[config.mk]
export PLATFORM = sky130hd
export DESIGN_NAME = combo_lock
export DESIGN_NICKNAME = d
export VERILOG_FILES = /design/src/rtl/lock_pkg.sv /design/src/rtl/lock_word_mux.sv /design/src/rtl/lock_digit_cmp.sv /design/src/rtl/lock_ctrl.sv /design/src/rtl/combo_lock.sv
export SDC_FILE = /design/constraint.sdc
export NUM_CORES = 1
export LEC_CHECK = 0
export CELL_PAD_IN_SITES_DETAIL_PLACEMENT = 0
export CELL_PAD_IN_SITES_GLOBAL_PLACEMENT = 1
export CORE_AREA = 4 4 41 43
export DETAILED_ROUTE_END_ITERATION = 8
export DIE_AREA = 0 0 45 47
export GPL_TIMING_DRIVEN = 0
export PLACE_DENSITY_LB_ADDON = 0.1
export SLEW_MARGIN = 20
export SYNTH_ARGS = -nofsm -noshare
export SYNTH_HDL_FRONTEND = slang
export SYNTH_SLANG_ARGS = --single-unit
[constraint.sdc]
create_clock -name clk -period 2.6 [get_ports clk]
set_clock_uncertainty 0.2 [all_clocks]
set_input_delay 0.26 -clock clk [delete_from_list [all_inputs] [get_ports clk]]
set_output_delay 0.26 -clock clk [all_outputs]
set_load 0.02 [all_outputs]
[src/rtl/lock_pkg.sv]
package lock_pkg;
    parameter int DIGIT_W   = 4;
    parameter int NUM_STEPS = 3;
    localparam int STATE_W  = NUM_STEPS + 1;

    typedef logic [DIGIT_W-1:0] digit_t;
    typedef logic [STATE_W-1:0] lock_state_t;

    typedef struct packed {
        logic                 open;
        logic [NUM_STEPS-1:0] sel;
    } lock_out_t;

    localparam lock_state_t ST_FIRST = lock_state_t'(1);
    localparam lock_state_t ST_ERR   = '0;
    localparam lock_state_t ST_OPEN  = lock_state_t'(1) << NUM_STEPS;

    // Entry step: top bit clear, some select bit set.
    function automatic logic is_entry(lock_state_t s);
        return !s[STATE_W-1] && (|s[NUM_STEPS-1:0]);
    endfunction
endpackage

[src/rtl/lock_word_mux.sv]
module lock_word_mux #(
    parameter int W = lock_pkg::DIGIT_W,
    parameter int N = lock_pkg::NUM_STEPS
) (
    input  logic [N-1:0]        sel,
    input  logic [N-1:0][W-1:0] words,
    output logic [W-1:0]        y
);
    for (genvar b = 0; b < W; b++) begin : g_bit
        logic [N-1:0] prod;
        for (genvar k = 0; k < N; k++) begin : g_term
            assign prod[k] = words[k][b] & sel[k];
        end
        assign y[b] = |prod;
    end
endmodule

[src/rtl/lock_digit_cmp.sv]
module lock_digit_cmp #(
    parameter int W = lock_pkg::DIGIT_W
) (
    input  logic [W-1:0] a,
    input  logic [W-1:0] b,
    output logic         eq
);
    logic [W-1:0] bit_same;
    for (genvar i = 0; i < W; i++) begin : g_xnor
        assign bit_same[i] = ~(a[i] ^ b[i]);
    end
    assign eq = &bit_same;
endmodule

[src/rtl/lock_ctrl.sv]
module lock_ctrl
    import lock_pkg::*;
(
    input  logic        clk,
    input  logic        rst,
    input  logic        strobe,
    input  logic        eq,
    output lock_state_t state
);
    lock_state_t state_nx;

    always_comb begin
        state_nx = state;
        if (is_entry(state) && strobe) begin
            state_nx = eq ? (state << 1) : ST_ERR;
        end
    end

    always_ff @(posedge clk) begin
        if (rst) state <= ST_FIRST;
        else     state <= state_nx;
    end
endmodule

[src/rtl/combo_lock.sv]
module combo_lock
    import lock_pkg::*;
(
    input  logic                              clk,
    input  logic                              rst,
    input  logic                              entry_strobe,
    input  logic [DIGIT_W-1:0]                entry_digit,
    input  logic [NUM_STEPS-1:0][DIGIT_W-1:0] code_words,
    output logic                              door_open,
    output logic [NUM_STEPS-1:0]              step_sel
);
    lock_state_t state;
    lock_out_t   outs;
    digit_t      sel_word;
    logic        digit_eq;

    lock_word_mux #(.W(DIGIT_W), .N(NUM_STEPS)) u_mux (
        .sel   (outs.sel),
        .words (code_words),
        .y     (sel_word)
    );

    lock_digit_cmp #(.W(DIGIT_W)) u_cmp (
        .a  (sel_word),
        .b  (entry_digit),
        .eq (digit_eq)
    );

    lock_ctrl u_ctrl (
        .clk    (clk),
        .rst    (rst),
        .strobe (entry_strobe),
        .eq     (digit_eq),
        .state  (state)
    );

    assign outs      = state;
    assign door_open = outs.open;
    assign step_sel  = outs.sel;
endmodule

==> summary.txt <==
Hold path
  • Hold Path Class: reg2reg
  • Worst Min Path Start: u_ctrl.state[3]$_SDFFE_PP0P_
  • Hold path cells: 2

Yosys
  • Post-synthesis cell area: 243 µm²
  • #FFs+latches synth: 4
  • Synth cell types: 12
  • Yosys warning count: 0
  • Top cell type's share of synthesized area: 0.330
  • Post-synthesis sequential area ratio: 0.330
  • Mapped Avg Cell Area: roughly 10 µm²
  • Mapped Cells: 24
  • Syn Nets: 43
  • Largest cells by area after synthesis: dfxtp_1, a222oi_1, xor2_1, o41ai_2, nand3b_1
  • Cell taking the most area after synthesis: dfxtp_1

Global routing
  • First-pass GRT wire length: 1.44 mm
  • Largest net degree at the start of global routing: 8
  • GRT Resource Usage Total: 0.100
  • Initial antenna violation count: 0
  • Total global routing overflow: 0
  • Vias in the first global route: roughly 340

Timing
  • Worst-Margin Slew: around 0.36 ns
  • Final count of negative-setup-slack endpoints: 0
  • Final setup TNS: 0 ns
  • PnR worst setup slack: between 0.7 and 0.8 ns
  • Final slew viol count: 0
  • Max Fclk: around 0.55 GHz
  • Worst slew margin: 0.757
  • Tmin final: roughly 1.8 ns
  • Period utilization: 0.705
  • Final hold vios: 0
  • RSZ-0062 raised after global routing: false

Finish
  • Largest register FFs: 4
  • ANT cells: 0
  • Largest reg by FF count: u_ctrl.state
  • Final cell utilization of the core: 0.388
  • Fillers: approximately 140
  • Layout cell share with drive strength beyond 1: 0.102
  • Largest regs: u_ctrl.state (4)
  • Layout overhead on the synthesized area: 108%
  • # nets final: 70

Clocking
  • Cts bufs inserted: 3
  • # hold bufs at CTS: 0
  • Post-CTS resize count: 0
  • Setup bufs post-CTS: 0
  • Clock sink total: 4
  • Worst-path clk slew: 0.04 ns
  • Clock root buffer: clkbuf_4
  • Max Buffers Root-to-Sink: 2
  • CTS tree: done
  • Worst skew pair latency: around 0.24 ns
  • H-Tree Depth: 1

Setup path
  • Critical Path RT: ~2.5 ns
  • Crit-path max FO: 3
  • Arrival @ worst endpoint: approximately 1.8 ns
  • Setup CP Type: in2reg
  • Critical Path Start Type: input port
  • R2R depth: 4
  • Reg2reg start: u_ctrl.state[2]$_SDFFE_PP0P_
  • Worst setup EP type: flop
  • Critical path origin: code_words[6]

Power and ir drop
  • Psw: 44.4 µW
  • Clock power share: 0.397
  • Flop pwr share: 0.343
  • Pint: about 150 µW
  • Switching share of power: 0.230
  • Leakage: roughly 0.00019 µW
  • Combinational power share: 0.260
  • Power Dens Cells: 382 nW/µm²
  • Maximum vdd drop: around 0.21 mV
  • Total power: around 190 µW

Job
  • Max-Cap Viols: 0

Floorplan
  • I/O pins: 23
  • Die width: ~45 µm
  • Rows: 13
  • Area of the core: around 1300 µm²
  • Initial Util: 0.187
  • Area of the die: 2120 µm²
  • Die Ht: between 40 and 50 µm

Outcome
  • Outcome: finished clean

Drt
  • Avg WL per Cell: roughly 16 µm
  • Remaining DRCs: 0
  • DR pass1 iterations: 4
  • WL final: 1.03 mm
  • Vias per cell: a little under 5
  • Via count: 318
  • Antenna-violating nets left: 0
  • Initial DRC count: 9

Placed design
  • Placed wire-length estimate: 828 µm
  • I/O Buffers: 22
  • Gpl congestion: 0.782
  • Pre-CTS setup slack: 0.507 ns
final cells by class:
class,count,area (µm²),area share
Multi-Input combinational cell,18,155,0.308
Tap cell,15,18.8,0.0372
Inverter,2,7.51,0.0149
Timing Repair Buffer,22,220,0.437
Sequential cell,4,80.1,0.159
Clock buffer,3,22.5,0.0447
routing by layer:
metal | share of wire | wire [µm] | track usage | vias to the layer above
met2 | 0.56 | 571 | 0.195 | 15
li1 | - | - | - | 149
met5 | 0 | 0 | 0 | -
met4 | 0.024 | 25 | 0.0877 | 0
met1 | 0.33 | 340 | 0.0837 | 150
met3 | 0.085 | 87 | 0.0230 | 4
per-stage QoR:
step | area (µm²) | hold slack (ns) | cells
after CTS | 504 | 0.311 | 64
final | 504 | 0.305 | 64
after floorplan | 243 | 0.146 | 24
after global routing | 504 | 0.344 | 64
after global placement | 482 | 0.282 | 61
after detailed placement | 482 | 0.305 | 61
kinds of logic after synthesis:
logic type | Yosys count | share of synthesized area
flip-flops | 4 | 0.330
XOR/XNOR | 4 | 0.144
AND/OR/NAND/NOR | 6 | 0.155
AO/OA/AOI/OAI | 8 | 0.340
buffers and inverters | 2 | 0.0309
power by group through the flow:
stage                     logic (µW)  clock network, µW  registers [µW]
after global placement          48.7                  0            66.8
after floorplan                 13.7                  0            67.9
after CTS                       50.7               79.3            66.1
after detailed placement        50.1                  0            67.1
after global routing            53.4               84.9            66.4
final                           50.1               76.5            66.0
critical path, cell delays in order:
cell             delay, ns
clkdlybuf4s50_1       0.41
a222oi_1              0.41
xor2_1                0.22
nand4_1               0.21
o41ai_2               0.25
Yosys cell counts (all sizes together):
library cell and number:
nand2 1, a222oi 4, nand4 1, xor2 4, dfxtp 4, a21o 1
nand2b 2, o41ai 1, nand3b 2, o31ai 1, inv 2, o22ai 1
placed cells by master (no fill, tap or decap):
| cell type | instances |
|---|---|
| a21o_1 | 1 |
| a222oi_1 | 4 |
| clkbuf_4 | 3 |
| clkdlybuf4s50_1 | 22 |
| dfxtp_1 | 4 |
| inv_1 | 2 |
| nand2_1 | 1 |
| nand2b_1 | 2 |
| nand3b_1 | 2 |
| nand4_1 | 1 |
| o22ai_1 | 1 |
| o31ai_2 | 1 |
| o41ai_2 | 1 |
| xor2_1 | 4 |
worst paths after layout:
check,to,slack (ns)
worst max-delay path,u_ctrl.state[1]$_SDFFE_PP0P_,0.77
worst min-delay path,u_ctrl.state[3]$_SDFFE_PP0P_,0.30
worst max register to register,u_ctrl.state[1]$_SDFFE_PP0P_,0.84
worst min register to register,u_ctrl.state[3]$_SDFFE_PP0P_,0.30
Note: power is estimated with default switching activity, not from simulation.
